**config.mk**
```make
export PLATFORM = sky130hd
export DESIGN_NAME = cpu_clk_power_ctl
export DESIGN_NICKNAME = d
export VERILOG_FILES = /design/src/rtl/cpm_pkg.sv /design/src/rtl/cpm_idle_timer.sv /design/src/rtl/cpm_state_arbiter.sv /design/src/rtl/cpm_switch_seq.sv /design/src/rtl/cpu_clk_power_ctl.sv
export SDC_FILE = /design/constraint.sdc
export NUM_CORES = 1
export LEC_CHECK = 0
export ABC_AREA = 0
export BUFFER_PORTS_ARGS = -buffer_cell sky130_fd_sc_hd__buf_2
export CELL_PAD_IN_SITES_DETAIL_PLACEMENT = 0
export CELL_PAD_IN_SITES_GLOBAL_PLACEMENT = 1
export CORE_AREA = 2 2 81 83
export CTS_BUF_LIST = sky130_fd_sc_hd__clkbuf_8
export DETAILED_ROUTE_END_ITERATION = 7
export DIE_AREA = 0 0 83 85
export GPL_TIMING_DRIVEN = 0
export PLACE_DENSITY = 0.89
export SLEW_MARGIN = 0
export SYNTH_ARGS = -nofsm -noshare
export SYNTH_HDL_FRONTEND = slang
export SYNTH_SLANG_ARGS = --single-unit
```
**constraint.sdc**
```tcl
create_clock -name clk -period 3.3 [get_ports clk]
set_clock_uncertainty 0.2 [all_clocks]
set_input_delay 0.495 -clock clk [delete_from_list [all_inputs] [get_ports clk]]
set_output_delay 0.495 -clock clk [all_outputs]
set_load 0.05 [all_outputs]
```
**src/rtl/cpm_pkg.sv**
```systemverilog
package cpm_pkg;

  typedef enum logic [1:0] {
    PS_FULL = 2'd0,
    PS_SLOW = 2'd1,
    PS_STOP = 2'd2
  } pstate_e;

  typedef enum logic [1:0] {
    SM_INSTANT   = 2'd0,
    SM_HANDSHAKE = 2'd1,
    SM_EXTPIN    = 2'd2,
    SM_SPARE     = 2'd3
  } swmode_e;

  localparam logic [1:0] CMD_NONE = 2'd0;
  localparam logic [1:0] CMD_FULL = 2'd1;
  localparam logic [1:0] CMD_SLOW = 2'd2;
  localparam logic [1:0] CMD_STOP = 2'd3;

  function automatic pstate_e cmd_target(input logic [1:0] code);
    case (code)
      CMD_SLOW: return PS_SLOW;
      CMD_STOP: return PS_STOP;
      default:  return PS_FULL;
    endcase
  endfunction

endpackage

```
**src/rtl/cpm_idle_timer.sv**
```systemverilog
module cpm_idle_timer #(
  parameter int TMR_W = 16
) (
  input  logic             clk,
  input  logic             rst_n,
  input  logic             activity_i,
  input  logic [TMR_W-1:0] reload_i,
  output logic             expire_o
);

  logic [TMR_W-1:0] cnt_q;
  logic             at_last;

  function automatic logic [TMR_W-1:0] step_down(input logic [TMR_W-1:0] c);
    return (c == '0) ? '0 : c - 1'b1;
  endfunction

  assign at_last = (cnt_q == TMR_W'(1));

  always_ff @(posedge clk or negedge rst_n) begin
    if (!rst_n) begin
      cnt_q    <= '0;
      expire_o <= 1'b0;
    end else begin
      expire_o <= 1'b0;
      if (reload_i == '0) begin
        cnt_q <= '0;
      end else if (activity_i) begin
        cnt_q <= reload_i;
      end else if (at_last) begin
        cnt_q    <= '0;
        expire_o <= 1'b1;
      end else begin
        cnt_q <= step_down(cnt_q);
      end
    end
  end

  AST_EXPIRY_SINGLE: assert property (@(posedge clk) disable iff (!rst_n)
    expire_o |=> !expire_o);

  AST_ZERO_RELOAD_SILENT: assert property (@(posedge clk) disable iff (!rst_n)
    ($past(reload_i) == '0) |-> !expire_o);

endmodule

```
**src/rtl/cpm_state_arbiter.sv**
```systemverilog
module cpm_state_arbiter
  import cpm_pkg::*;
(
  input  pstate_e    cur_i,
  input  logic       wake_a_i,
  input  logic       wake_b_i,
  input  logic       cmd_valid_i,
  input  logic [1:0] cmd_i,
  input  logic       tmr_a_exp_i,
  input  logic       tmr_b_exp_i,
  input  logic       halt_i,
  input  logic       halt_slow_only_i,
  output logic       go_o,
  output pstate_e    tgt_o,
  output logic       wake_take_o
);

  logic wake_hit;
  logic cmd_hit;
  logic halt_hit;

  assign wake_hit = (cur_i == PS_SLOW && wake_a_i) || (cur_i == PS_STOP && wake_b_i);
  assign cmd_hit  = cmd_valid_i && (cmd_i != CMD_NONE) && (cmd_target(cmd_i) != cur_i);
  assign halt_hit = halt_i && ((cur_i == PS_SLOW) ||
                               (cur_i == PS_FULL && !halt_slow_only_i));

  always_comb begin
    go_o        = 1'b0;
    tgt_o       = cur_i;
    wake_take_o = 1'b0;
    if (wake_hit) begin
      go_o        = 1'b1;
      tgt_o       = PS_FULL;
      wake_take_o = 1'b1;
    end else if (cmd_hit) begin
      go_o  = 1'b1;
      tgt_o = cmd_target(cmd_i);
    end else if (tmr_b_exp_i && cur_i != PS_STOP) begin
      go_o  = 1'b1;
      tgt_o = PS_STOP;
    end else if (halt_hit) begin
      go_o  = 1'b1;
      tgt_o = PS_STOP;
    end else if (tmr_a_exp_i && cur_i == PS_FULL) begin
      go_o  = 1'b1;
      tgt_o = PS_SLOW;
    end
  end

endmodule

```
**src/rtl/cpm_switch_seq.sv**
```systemverilog
module cpm_switch_seq
  import cpm_pkg::*;
#(
  parameter int ACK_TIMEOUT = 16
) (
  input  logic    clk,
  input  logic    rst_n,
  input  logic    go_i,
  input  pstate_e tgt_i,
  input  swmode_e mode_i,
  input  logic    ack_i,
  output pstate_e cur_o,
  output logic    busy_o
);

  localparam int CW = $clog2(ACK_TIMEOUT + 1);
  localparam logic [CW-1:0] LAST = CW'(ACK_TIMEOUT - 1);

  pstate_e        tgt_q;
  logic [CW-1:0]  wcnt_q;
  logic           wait_done;

  assign wait_done = ack_i || (wcnt_q == LAST);

  always_ff @(posedge clk or negedge rst_n) begin
    if (!rst_n) begin
      cur_o  <= PS_FULL;
      tgt_q  <= PS_FULL;
      busy_o <= 1'b0;
      wcnt_q <= '0;
    end else if (!busy_o) begin
      if (go_i) begin
        if (mode_i == SM_HANDSHAKE) begin
          busy_o <= 1'b1;
          tgt_q  <= tgt_i;
          wcnt_q <= '0;
        end else begin
          cur_o <= tgt_i;
        end
      end
    end else if (wait_done) begin
      cur_o  <= tgt_q;
      busy_o <= 1'b0;
      wcnt_q <= '0;
    end else begin
      wcnt_q <= wcnt_q + 1'b1;
    end
  end

  AST_REQ_DROP_SWITCHES: assert property (@(posedge clk) disable iff (!rst_n)
    $fell(busy_o) |-> (cur_o != $past(cur_o)));

  AST_HOLD_WHILE_WAITING: assert property (@(posedge clk) disable iff (!rst_n)
    (busy_o && !ack_i && wcnt_q != LAST) |=> ($stable(cur_o) && busy_o));

  AST_TIMEOUT_COMPLETES: assert property (@(posedge clk) disable iff (!rst_n)
    (busy_o && wcnt_q == LAST) |=> !busy_o);

endmodule

```
**src/rtl/cpu_clk_power_ctl.sv**
```systemverilog
module cpu_clk_power_ctl
  import cpm_pkg::*;
#(
  parameter int TMR_W       = 16,
  parameter int DIV_W       = 4,
  parameter int ACK_TIMEOUT = 16
) (
  input  logic             clk,
  input  logic             rst_n,
  input  logic             activity_i,
  input  logic             halt_i,
  input  logic             wake_a_i,
  input  logic             wake_b_i,
  input  logic             cmd_valid_i,
  input  logic [1:0]       cmd_i,
  input  logic [TMR_W-1:0] reload_a_i,
  input  logic [TMR_W-1:0] reload_b_i,
  input  logic [DIV_W-1:0] slow_div_i,
  input  logic             halt_slow_only_i,
  input  logic [1:0]       switch_mode_i,
  input  logic             stpclk_ack_i,
  output logic [1:0]       state_o,
  output logic [DIV_W-1:0] clk_div_o,
  output logic             clk_run_o,
  output logic             stpclk_req_o,
  output logic             ext_stop_o,
  output logic             tmr_a_exp_o,
  output logic             tmr_b_exp_o,
  output logic             halt_det_o,
  output logic             wake_o
);

  localparam int NUM_TMR = 2;

  logic [TMR_W-1:0] reload_v [NUM_TMR];
  logic             expire_v [NUM_TMR];

  assign reload_v[0] = reload_a_i;
  assign reload_v[1] = reload_b_i;

  for (genvar g = 0; g < NUM_TMR; g++) begin : g_tmr
    cpm_idle_timer #(.TMR_W(TMR_W)) u_tmr (
      .clk        (clk),
      .rst_n      (rst_n),
      .activity_i (activity_i),
      .reload_i   (reload_v[g]),
      .expire_o   (expire_v[g])
    );
  end

  assign tmr_a_exp_o = expire_v[0];
  assign tmr_b_exp_o = expire_v[1];

  swmode_e mode;
  pstate_e cur;
  pstate_e arb_tgt;
  logic    arb_go;
  logic    arb_wake;
  logic    seq_busy;
  logic    wake_accept;

  assign mode = swmode_e'(switch_mode_i);

  cpm_state_arbiter u_arb (
    .cur_i            (cur),
    .wake_a_i         (wake_a_i),
    .wake_b_i         (wake_b_i),
    .cmd_valid_i      (cmd_valid_i),
    .cmd_i            (cmd_i),
    .tmr_a_exp_i      (expire_v[0]),
    .tmr_b_exp_i      (expire_v[1]),
    .halt_i           (halt_i),
    .halt_slow_only_i (halt_slow_only_i),
    .go_o             (arb_go),
    .tgt_o            (arb_tgt),
    .wake_take_o      (arb_wake)
  );

  cpm_switch_seq #(.ACK_TIMEOUT(ACK_TIMEOUT)) u_seq (
    .clk    (clk),
    .rst_n  (rst_n),
    .go_i   (arb_go),
    .tgt_i  (arb_tgt),
    .mode_i (mode),
    .ack_i  (stpclk_ack_i),
    .cur_o  (cur),
    .busy_o (seq_busy)
  );

  assign wake_accept = arb_go && arb_wake && !seq_busy;

  always_ff @(posedge clk or negedge rst_n) begin
    if (!rst_n) begin
      halt_det_o <= 1'b0;
      wake_o     <= 1'b0;
    end else begin
      halt_det_o <= halt_i;
      wake_o     <= wake_accept;
    end
  end

  function automatic logic [DIV_W-1:0] div_for(input pstate_e s, input logic [DIV_W-1:0] d);
    return (s == PS_SLOW) ? d : '0;
  endfunction

  assign state_o      = cur;
  assign clk_div_o    = div_for(cur, slow_div_i);
  assign stpclk_req_o = seq_busy;
  assign ext_stop_o   = (cur == PS_STOP) && (mode == SM_EXTPIN);
  assign clk_run_o    = !((cur == PS_STOP) && (mode != SM_EXTPIN));

  AST_WAKE_B_RESTARTS: assert property (@(posedge clk) disable iff (!rst_n)
    (cur == PS_STOP && wake_b_i && !seq_busy && mode != SM_HANDSHAKE) |=> (cur == PS_FULL));

  AST_WAKE_A_WINS: assert property (@(posedge clk) disable iff (!rst_n)
    (cur == PS_SLOW && wake_a_i && !seq_busy && mode != SM_HANDSHAKE) |=> (cur == PS_FULL));

  AST_WAKE_STROBE: assert property (@(posedge clk) disable iff (!rst_n)
    wake_o |-> (cur == PS_FULL || seq_busy));

endmodule

```
==> metrics.cfg, run 1 <==
[floorplanning]
dieWidth_um=83
dieArea_um2=7060
die_h_um=85
rows=29
start_util_pct=45.1
coreArea_um2=6200
ios=62

[detailed_routing]
drt_iter0_drc=100
wire_per_inst_um=14.5
drt-pass1-iter-count=4
antenna_left=0
drc=0
via_count=2495
avgViaCountPerCell=5.58
routed_wl_mm=6.49

[synthesis]
ys_top_cells_by_area=dfrtp_1 41%, xnor2_1 5.6%, nand2_1 3.8%
synthSimpleGateAreaFrac_pct=26.4
yosysTopAreaCellShare_pct=41.2
synthAdderAreaFrac_pct=3.58
synth_cell_types=56
syn-instance-count=302
synth_mux_area_share_pct=3.40
synth_top_family_by_area=simple AND/OR/NAND/NOR gates
yosysSeqAreaShare_pct=41.2
syn_area_um2=2800
synth_compound_area_share_pct=14.0
synth_edf_count=0
async_flop_share_pct=100
synthFlopType=dfrtp_1
synth-xor-area-share_pct=8.46
synth_warnings=0
synth_fp_nets=359
syn-mean-instance-area_um2=9.26
synth_top_area_cell=dfrtp_1
ys_ff_latch=46

[global_route]
grt_pass1_wl_mm=11.2
grt_pass1_vias=2429
grt_max_degree=47
gr-total-overflow=0
grt_usage_pct=19.1
antenna_found_initial=0

[placed_design]
io_buffers=60
dp.cells=439
gp_congestion=0.842
dpl.hpwl_mm=4.85

[clocking]
root_buffer=clkbuf_8
cts_tree=done
cts_setup_buffers=0
clockBufferDepth=2
h-tree-depth=2
cts_sinks=46
cts_inserted_buffers=5
hold_buffers=0
cts_resized=0
worstSkewPairLatency_ns=0.30
clk_pin_slew_ns=0.09

[critical_path]
arrival_ns=2.60
worstPathRequired_ns=3.25
crit_path_end_kind=flop
crit_type=reg -> reg
cp-start-kind=flop
crit_fanout=5

[finish]
n_antenna_cell=0
drive_above_1_share_pct=21.1
finalNonFillerCells=447
fin_nets=426
area_growth_pct=17.4

[pwr]
peakVddDrop_v=0.000356
p_sw_share_pct=38.7
p_per_area_nw_per_um2=535
intPower_w=0.00108
combPwrFrac_pct=37.3
leakage_nw=1.47
p_switching_w=0.000681
p_seq_share_pct=42.1
clkPwrFrac_pct=20.5

[timing]
fmax_mhz=376
finalMaxSlewViolations=0
setup_viol=0
maxSlewHeadroom_pct=30.7
finalHoldViolations=0
worst_pin_slew_ns=1.04
rsz0062_at_grt=false
tns_ns=0
period_minus_slack_ns=2.66
post-route-period-util_pct=80.6

[run_status]
outcome=finished clean

[worst_hold_path]
min_path_type=in -> reg

[run]
drv_cap=0

## cell type report
cell class	count	area, um^2
fillers	595	2920
multi-input cells	234	1560
flip-flops and latches	46	1150
repair buffers	60	300
well taps	77	96.3
clock buffers	6	82.6
inverters	13	48.8
plain buffers	9	35.0
clock inverters	2	8.76
## power groups by stage
| stage | clock [W] | sequential [W] | combinational [W] |
|---|---|---|---|
| final | 0.000361 | 0.000740 | 0.000656 |
| after global routing | 0.000394 | 0.000755 | 0.000723 |
| after CTS | 0.000372 | 0.000739 | 0.000659 |
| after detailed placement | 0 | 0.000750 | 0.000657 |
| after global placement | 0 | 0.000745 | 0.000650 |
| after floorplan | 0 | 0.000803 | 0.000429 |
## through the flow
step | utilization (%) | hold WS [ns] | setup slack (ns) | total power [W] | area (um^2)
global placement | 51.5 | 0.274 | 0.712 | 0.00140 | 3190
finish | 52.9 | 0.162 | 0.641 | 0.00176 | 3280
CTS | 52.9 | 0.147 | 0.643 | 0.00177 | 3280
detailed placement | 51.5 | 0.280 | 0.672 | 0.00141 | 3190
global route | 52.9 | 0.149 | 0.410 | 0.00187 | 3280
floorplan | - | -0.000591 | 0.776 | 0.00123 | 2800
## final timing paths
| kind | start | to | slack (ns) | cells past startpoint |
|---|---|---|---|---|
| max in group asynchronous | rst_n | g_tmr[0].u_tmr.cnt_q[11] | 2.09 | 1 |
| setup reg to reg | g_tmr[0].u_tmr.cnt_q[4] | g_tmr[0].u_tmr.cnt_q[11] | 0.64 | 4 |
| hold / removal | halt_i | halt_det_o | 0.16 | 1 |
| min in group asynchronous | rst_n | halt_det_o | 0.17 | 1 |
| setup / recovery | g_tmr[0].u_tmr.cnt_q[4] | g_tmr[0].u_tmr.cnt_q[11] | 0.64 | 4 |
| hold reg to reg | u_seq.wcnt_q[4] | u_seq.wcnt_q[4] | 0.30 | 1 |
## layout by cell type, fill, tap and decap left out, types with 7 or more instances in the layout
cell type  netlist  final
nor4_1          11     11
inv_1           12     13
nand2_1         28     28
ha_1             8      8
xor2_1           9      9
nor3_1           9      9
buf_2            1     61
a21oi_1         12     12
o21ai_0         12     12
clkbuf_1         7      7
nor2_1          27     27
or3_1            8      8
dfrtp_1         46     46
xnor2_1         18     18
and2_1           7      7
a22oi_1         10     10
## registers in the layout, indices dropped and copies added, names as in the netlist
signal and flops:
g_tmr.u_tmr.expire_o 2, g_tmr.u_tmr.cnt_q 32, u_seq.wcnt_q 5, halt_det_o 1, u_seq.busy_o 1, wake_o 1, u_seq.cur_o 2, u_seq.tgt_q 2
## routing by layer
layer | part of all wire, % | wire (um) | GRT usage, %
met5 | 0 | 0 | 0
met4 | 0.80 | 52 | 4.17
met3 | 5.6 | 360 | 4.09
met2 | 46 | 2990 | 32.0
met1 | 48 | 3080 | 25.8
## worst max-delay path, cell delays in order, from the launching register on
cell      delay [ns]
dfrtp_1         0.42
nor4_2          0.51
nand4b_1        0.32
o41ai_1         0.85
o21ai_0         0.21
## logic make-up after synthesis
logic type,Yosys count
fa+ha+maj,8
simple gates,133
mux,9
buf+inv,22
xor+xnor,27
flops,46
compound gates,57
## synthesized netlist by cell type, types with 2 or more instances
library cell / n
a21oi_1: 12
a22o_1: 3
a22oi_1: 10
and2_1: 7
and3_1: 3
and4_1: 2
clkbuf_1: 7
dfrtp_1: 46
ha_1: 8
inv_1: 12
mux2_2: 3
mux2i_1: 5
nand2_1: 28
nand2b_1: 5
nand3_1: 3
nand4_1: 5
nand4b_1: 3
nor2_1: 27
nor2b_1: 6
nor3_1: 9
nor3b_1: 2
nor4_1: 11
nor4_2: 2
nor4b_1: 2
nor4bb_1: 2
o21ai_0: 12
o41ai_1: 4
or2_2: 2
or3_1: 8
or4_1: 2
xnor2_1: 18
xor2_1: 9
No activity file was read; power rests on OpenSTA's default activity.
==> inputs of run 2 (changes only) <==
Settings changed: CORE_AREA 2 2 81 83 to 2 2 85 87, DIE_AREA 0 0 83 85 to 0 0 87 89, PLACE_DENSITY 0.89 to 0.82.
Clock period 3.3 ns to 2.5 ns, I/O delays scaled along.
==> run 2 against run 1 <==
- cell area rose by 2.7%
- setup slack lost 0.50 ns
- count of clock-buffer cells in the layout up 2
- critical endpoint is now u_seq.cur_o[0]
- clock power up 48%
==> metrics.cfg, run 2 (synthesized netlist as in run 1, its figures left out) <==
[run_status]
outcome=finished clean  ; unchanged

[detailed_routing]
via_count=2499  ; was 2495
drt-pass1-iter-count=4  ; unchanged
antenna_left=0  ; unchanged
wire_per_inst_um=15.3  ; was 14.5 um
drt_iter0_drc=99  ; was 100
avgViaCountPerCell=5.54  ; was 5.58
routed_wl_mm=6.89  ; was 6.49 mm
drc=0  ; unchanged

[global_route]
gr-total-overflow=0  ; unchanged
grt_pass1_wl_mm=11.3  ; was 11.2 mm
grt_usage_pct=18.5  ; was 19.1%
antenna_found_initial=0  ; unchanged
grt_max_degree=47  ; unchanged
grt_pass1_vias=2445  ; was 2429

[clocking]
h-tree-depth=2  ; unchanged
cts_sinks=46  ; unchanged
cts_tree=done  ; unchanged
worstSkewPairLatency_ns=0.30  ; about the same
clockBufferDepth=2  ; unchanged
root_buffer=clkbuf_8  ; unchanged
clk_pin_slew_ns=0.09  ; about the same
cts_inserted_buffers=5  ; unchanged
hold_buffers=0  ; unchanged

[critical_path]
r2r_cells=6  ; was 4
critPathMaxStageDelay_ns=0.51  ; was 0.85 ns
worstPathRequired_ns=2.48  ; was 3.25 ns
r2r_end=u_seq.cur_o[0]  ; was g_tmr[0].u_tmr.cnt_q[11]
crit_top_cell=ha_1
cp-start-kind=flop  ; unchanged
crit_type=reg -> reg  ; unchanged
crit_fanout=5  ; unchanged
crit_path_top_delay_cell=nor3_1  ; was o41ai_1
arrival_ns=2.34  ; was 2.60 ns
r2r_slack_ns=0.14  ; was 0.64 ns
crit_family=simple AND/OR/NAND/NOR gates  ; was compound AO/OA/AOI/OAI gates
worstPathCellList=ha_1, and3_1, ha_1, nor3_1, a21oi_1, mux2_1  ; was nor4_2, nand4b_1, o41ai_1, o21ai_0
crit_path_end_kind=flop  ; unchanged
r2r-start=u_seq.wcnt_q[0]  ; was g_tmr[0].u_tmr.cnt_q[4]
cp_num_buf_inv=0  ; unchanged

[worst_hold_path]
holdPathEnd=halt_det_o  ; unchanged
min_from=halt_i  ; unchanged
min_path_type=in -> reg  ; unchanged
hold_depth=1  ; unchanged

[pwr]
p_per_area_nw_per_um2=715  ; was 535 nW/um^2
leakage_nw=1.49  ; was 1.47 nW
peakVddDrop_v=0.000189  ; was 0.000356 V
power_w=0.00241  ; was 0.00176 W

[timing]
maxSlewHeadroom_pct=30.3  ; was 30.7%
finalHoldViolations=0  ; unchanged
setup_viol=0  ; unchanged
timing.hold.ws_ns=0.0411  ; was 0.162 ns
worst_pin_slew_ns=1.05  ; was 1.04 ns
fmax_mhz=425  ; was 376 MHz
finalMaxSlewViolations=0  ; unchanged
post-route-period-util_pct=94.2  ; was 80.6%
period_minus_slack_ns=2.36  ; was 2.66 ns
setup_slack_ns=0.145  ; was 0.641 ns
rsz0062_at_grt=false  ; unchanged

[finish]
fin_nets=427  ; was 426
largest_registers=g_tmr.u_tmr.cnt_q (32), u_seq.wcnt_q (5)  ; unchanged
drive_above_1_share_pct=22.6  ; was 21.1%
n_antenna_cell=0  ; unchanged
area_growth_pct=20.6  ; was 17.4%
regMostFlops=g_tmr.u_tmr.cnt_q  ; unchanged
final_util_pct=50.2  ; was 52.9%
largest_register_ffs=32  ; unchanged
design_area_um2=3370  ; was 3280 um^2
layout_common_cells=61 x buf_2, 45 x dfrtp_1, 28 x nand2_1  ; was 61 x buf_2, 46 x dfrtp_1, 28 x nand2_1
final_common_cell=buf_2  ; unchanged

[placed_design]
dpl_cell_area_um2=3200  ; was 3190 um^2
io_buffers=60  ; unchanged
pre_cts_slack_ns=-0.192  ; was 0.672 ns
gp_congestion=0.840  ; was 0.842
dpl.hpwl_mm=5.05  ; was 4.85 mm

[floorplanning]
dieWidth_um=87  ; was 83 um
rows=30  ; was 29
dieArea_um2=7740  ; was 7060 um^2
die_h_um=89  ; was 85 um
coreArea_um2=6720  ; was 6200 um^2
ios=62  ; unchanged
start_util_pct=41.6  ; was 45.1%

[run]
drv_cap=0  ; unchanged

## run 2: report_power, final
part           internal [W]  switching (W)  leakage (nW)  total (W)
sequential         0.000861       0.000128         0.570   0.000990
combinational      0.000348       0.000537         0.862   0.000885
clock              0.000280       0.000256        0.0575   0.000536
total               0.00149       0.000922          1.49    0.00241
## run 2: worst max path at each step
stage                     cells after the start               startpoint                       end  slack (ns)
after floorplan                               5           u_seq.cur_o[0]            u_seq.tgt_q[0]        0.09
after global placement                        4  g_tmr[0].u_tmr.cnt_q[4]   g_tmr[0].u_tmr.cnt_q[9]       -0.18
after detailed placement                      4  g_tmr[0].u_tmr.cnt_q[4]   g_tmr[0].u_tmr.cnt_q[9]       -0.19
after CTS                                     4  g_tmr[0].u_tmr.cnt_q[4]  g_tmr[0].u_tmr.cnt_q[11]        0.02
after global routing                          6          u_seq.wcnt_q[0]            u_seq.cur_o[0]       0.002
final                                         6          u_seq.wcnt_q[0]            u_seq.cur_o[0]        0.14
## run 2: area by class of cell
class	instances	area [um^2]
Inverter	13	48.8
Fill cell	688	3350
Clock buffer	8	110
Multi-Input combinational cell	234	1620
Sequential cell	46	1150
Buffer	9	35.0
Tap cell	80	100
Timing Repair Buffer	61	308
## run 2: per-layer routing
layer	global-route usage, %	vias to the layer above	part of all wire (%)	wire, um
met1	23.7	1198	47	3230
met2	32.3	67	47	3270
li1	-	1226	-	-
met5	0	-	0	0
met4	5.68	0	1.4	99
met3	2.77	8	4.2	288
## run 2: repair_timing
item | 4_1_cts | 5_1_grt
setup endpoints to repair | 11 | 30
setup buffers | 0 | 1
resized for setup | 2 | 5
pin swaps | 0 | 1
cloned | 0 | 0
## run 2: stage by stage
stage,instances,setup TNS [ns]
6_report,451,0
5_1_grt,451,0
4_1_cts,450,0
3_5_place_dp,442,-1.19
3_3_place_gp,442,-0.995
2_1_floorplan,302,0
## run 2: worst register-to-register path, cell delays in order (launching register included)
cell	delay (ns)
dfrtp_1	0.41
ha_1	0.23
and3_1	0.19
ha_1	0.20
nor3_1	0.51
a21oi_1	0.16
mux2_1	0.35
==> inputs of run 3 (changes only) <==
Settings changed: ABC_AREA 0 to 1, CORE_AREA 2 2 85 87 to 2 2 96 98, DIE_AREA 0 0 87 89 to 0 0 98 100, PLACE_DENSITY 0.82 to 0.78.
Clock period 2.5 ns to 2.1 ns, I/O delays scaled along.
==> run 3 against run 2 <==
- first-iteration DRC count increased by 15%
- critical endpoint unchanged
- largest cell class unchanged
- critical path depth rose by 6
- setup slack improved by 0.025 ns
- synthesized cell count increased by 46%
- sequential power increased by 15%
==> metrics.cfg, run 3 <==
[finish]
layout_common_cells=134 x nand2_1, 68 x nor2_1, 61 x buf_2  ; was 61 x buf_2, 45 x dfrtp_1, 28 x nand2_1
fin_nets=567  ; was 427
area_growth_pct=18.8  ; was 20.6%
n_antenna_cell=0  ; unchanged
drive_above_1_share_pct=20.2  ; was 22.6%
final_common_cell=nand2_1  ; was buf_2
nFillCells=969  ; was 688
largest_registers=g_tmr.u_tmr.cnt_q (32), u_seq.wcnt_q (5)  ; unchanged
final_util_pct=40.8  ; was 50.2%
regMostFlops=g_tmr.u_tmr.cnt_q  ; unchanged
largest_register_ffs=32  ; unchanged

[global_route]
met3_usage_pct=2.79  ; was 2.77%
grt_usage_pct=16.1  ; was 18.5%
use_met1_pct=21.2  ; was 23.7%
antenna_found_initial=0  ; unchanged
grt_pass1_wl_mm=12.9  ; was 11.3 mm
grt_pass1_vias=2868  ; was 2445
grt_max_degree=47  ; unchanged
top_usage_layer=met2  ; unchanged
use_met2_pct=26.9  ; was 32.3%
gr-total-overflow=0  ; unchanged

[synthesis]
yosysTopAreaCellShare_pct=37.7  ; was 41.2%
ys_ff_latch=46  ; unchanged
syn-instance-count=442  ; was 302
synth_common_cells=135 x nand2_1, 69 x nor2_1, 46 x dfrtp_1  ; was 46 x dfrtp_1, 28 x nand2_1, 27 x nor2_1
synth_top_area_cell=dfrtp_1  ; unchanged
synth_cell_types=27  ; was 56
yosysSeqAreaShare_pct=37.7  ; was 41.2%
syn_area_um2=3050  ; was 2800 um^2
synth_edf_count=0  ; unchanged
synthFlopType=dfrtp_1  ; unchanged
yosysMostFrequentCell=nand2_1  ; was dfrtp_1
synth_fp_nets=499  ; was 359
ys_top_cells_by_area=dfrtp_1 38%, nand2_1 17%, nor2_1 8.5%  ; was dfrtp_1 41%, xnor2_1 5.6%, nand2_1 3.8%
async_flop_share_pct=100  ; unchanged
synth_warnings=0  ; unchanged
syn-mean-instance-area_um2=6.90  ; was 9.26 um^2

[critical_path]
crit_path_end_kind=flop  ; unchanged
crit_fanout=4  ; was 5
r2r_cells=12  ; was 6
r2r_slack_ns=0.17  ; was 0.14 ns
worstPathRequired_ns=2.09  ; was 2.48 ns
arrival_ns=1.92  ; was 2.34 ns
cp-start-kind=flop  ; unchanged
r2r-start=u_seq.wcnt_q[0]  ; unchanged
crit_type=reg -> reg  ; unchanged
r2r_end=u_seq.cur_o[0]  ; unchanged

[pwr]
peakVddDrop_v=0.000343  ; was 0.000189 V
p_sw_share_pct=39.6  ; was 38.2%
p_switching_w=0.00111  ; was 0.000922 W
p_seq_share_pct=40.6  ; was 41.1%
combPwrFrac_pct=35.7  ; was 36.7%
power_w=0.00280  ; was 0.00241 W
leakage_nw=1.86  ; was 1.49 nW
intPower_w=0.00169  ; was 0.00149 W
clkPwrFrac_pct=23.7  ; was 22.2%
p_per_area_nw_per_um2=772  ; was 715 nW/um^2

[clocking]
cts_tree=done  ; unchanged
clockBufferDepth=2  ; unchanged
worstSkewPairLatency_ns=0.30  ; about the same
cts_inserted_buffers=5  ; unchanged
h-tree-depth=2  ; unchanged
cts_sinks=46  ; unchanged
root_buffer=clkbuf_8  ; unchanged
clk_pin_slew_ns=0.09  ; about the same

[floorplanning]
rows=35  ; was 30
die_h_um=100  ; was 89 um
dieWidth_um=98  ; was 87 um
start_util_pct=34.3  ; was 41.6%
dieArea_um2=9800  ; was 7740 um^2
ios=62  ; unchanged
coreArea_um2=8890  ; was 6720 um^2

[run_status]
outcome=finished clean  ; unchanged

[placed_design]
io_buffers=60  ; unchanged
gp_congestion=0.852  ; was 0.840
dpl.hpwl_mm=5.79  ; was 5.05 mm

[timing]
period_minus_slack_ns=1.93  ; was 2.36 ns
finalMaxSlewViolations=0  ; unchanged
finalHoldViolations=0  ; unchanged
worst_pin_slew_ns=1.04  ; was 1.05 ns
setup_viol=0  ; unchanged
fmax_mhz=518  ; was 425 MHz
post-route-period-util_pct=91.9  ; was 94.2%
rsz0062_at_grt=false  ; unchanged
timing.hold.ws_ns=0.00373  ; was 0.0411 ns
maxSlewHeadroom_pct=30.4  ; was 30.3%

[detailed_routing]
drc=0  ; unchanged
avgViaCountPerCell=4.66  ; was 5.54
via_count=2896  ; was 2499
drt-pass1-iter-count=4  ; unchanged
drt_iter0_drc=114  ; was 99
antenna_left=0  ; unchanged
wire_per_inst_um=12.0  ; was 15.3 um
routed_wl_mm=7.44  ; was 6.89 mm

[run]
drv_cap=0  ; unchanged

[worst_hold_path]
min_path_type=in -> async  ; was in -> reg

run 3: cell families (layout without fill, tap and decap cells):
logic type	count (synthesis)	after routing	share of synthesized area (%)
AOI/OAI and AO/OA	46	46	8.94
xor gates and xnor gates	20	20	5.74
adders and majority gates	8	8	3.28
buffers and inverters	57	126	7.92
DFF	46	46	37.7
and+or+nand+nor	265	265	36.4
run 3: metrics by stage:
step	setup TNS (ns)	instance area, um^2	setup WS [ns]	cells
after floorplan	-0.528	3060	-0.132	442
after global placement	0	3490	0.0367	613
after detailed placement	0	3490	0.00418	613
after CTS	0	3620	0.0704	622
after global routing	0	3620	0.0116	622
final	0	3620	0.170	622
run 3: area by class of cell:
cell class	instances	area (um^2)	share of cell area [%]
sequential	46	1150	31.8
timing repair buffer	61	310	8.56
tap	111	139	3.83
inverter	48	180	4.97
multi-input combinational	339	1670	46.2
clock buffer	5	68.8	1.90
buffer	9	61.3	1.69
clock inverter	3	40.0	1.10
run 3: critical path: stages, from the launching register on:
cell	delay, ns
dfrtp_1	0.42
ha_1	0.23
nand2_1	0.08
nor2_1	0.04
ha_1	0.22
nor2_4	0.13
nand2_2	0.10
o21ai_0	0.08
inv_1	0.06
nand2_1	0.08
inv_1	0.06
nand2_1	0.06
o21ai_1	0.05
run 3: timing repair:
item                       in CTS  in global routing
hold endpoints to repair        1                  0
hold buffers                    1                  0
pin swaps                       0                  1
buffers inserted                0                  0
gates resized for setup         1                  2
setup endpoints to repair       1                  2
run 3: how the worst max path moves through the flow:
| stage | start | end | slack, ns | cells past startpoint |
|---|---|---|---|---|
| floorplan | u_seq.cur_o[0] | clk_div_o[0] | -0.13 | 4 |
| detailed placement | u_seq.wcnt_q[0] | u_seq.cur_o[0] | 0.004 | 12 |
| CTS | u_seq.wcnt_q[0] | u_seq.cur_o[0] | 0.07 | 12 |
| finish | u_seq.wcnt_q[0] | u_seq.cur_o[0] | 0.17 | 12 |
| global route | u_seq.cur_o[1] | clk_div_o[0] | 0.01 | 4 |
| global placement | u_seq.wcnt_q[0] | u_seq.cur_o[0] | 0.04 | 12 |
run 3: power by group through the flow:
stage	clock network [W]	registers, W	logic, W
after floorplan	0	0.00123	0.000653
after global placement	0	0.00115	0.000987
after detailed placement	0	0.00115	0.00100
after CTS	0.000687	0.00114	0.00101
after global routing	0.000712	0.00116	0.00115
final	0.000663	0.00114	0.000998
run 3: metal layers:
| layer | vias to the layer above | wire length (um) |
|---|---|---|
| met3 | 16 | 351 |
| met5 | - | 0 |
| li1 | 1520 | - |
| met2 | 69 | 3310 |
| met1 | 1291 | 3620 |
| met4 | 0 | 154 |
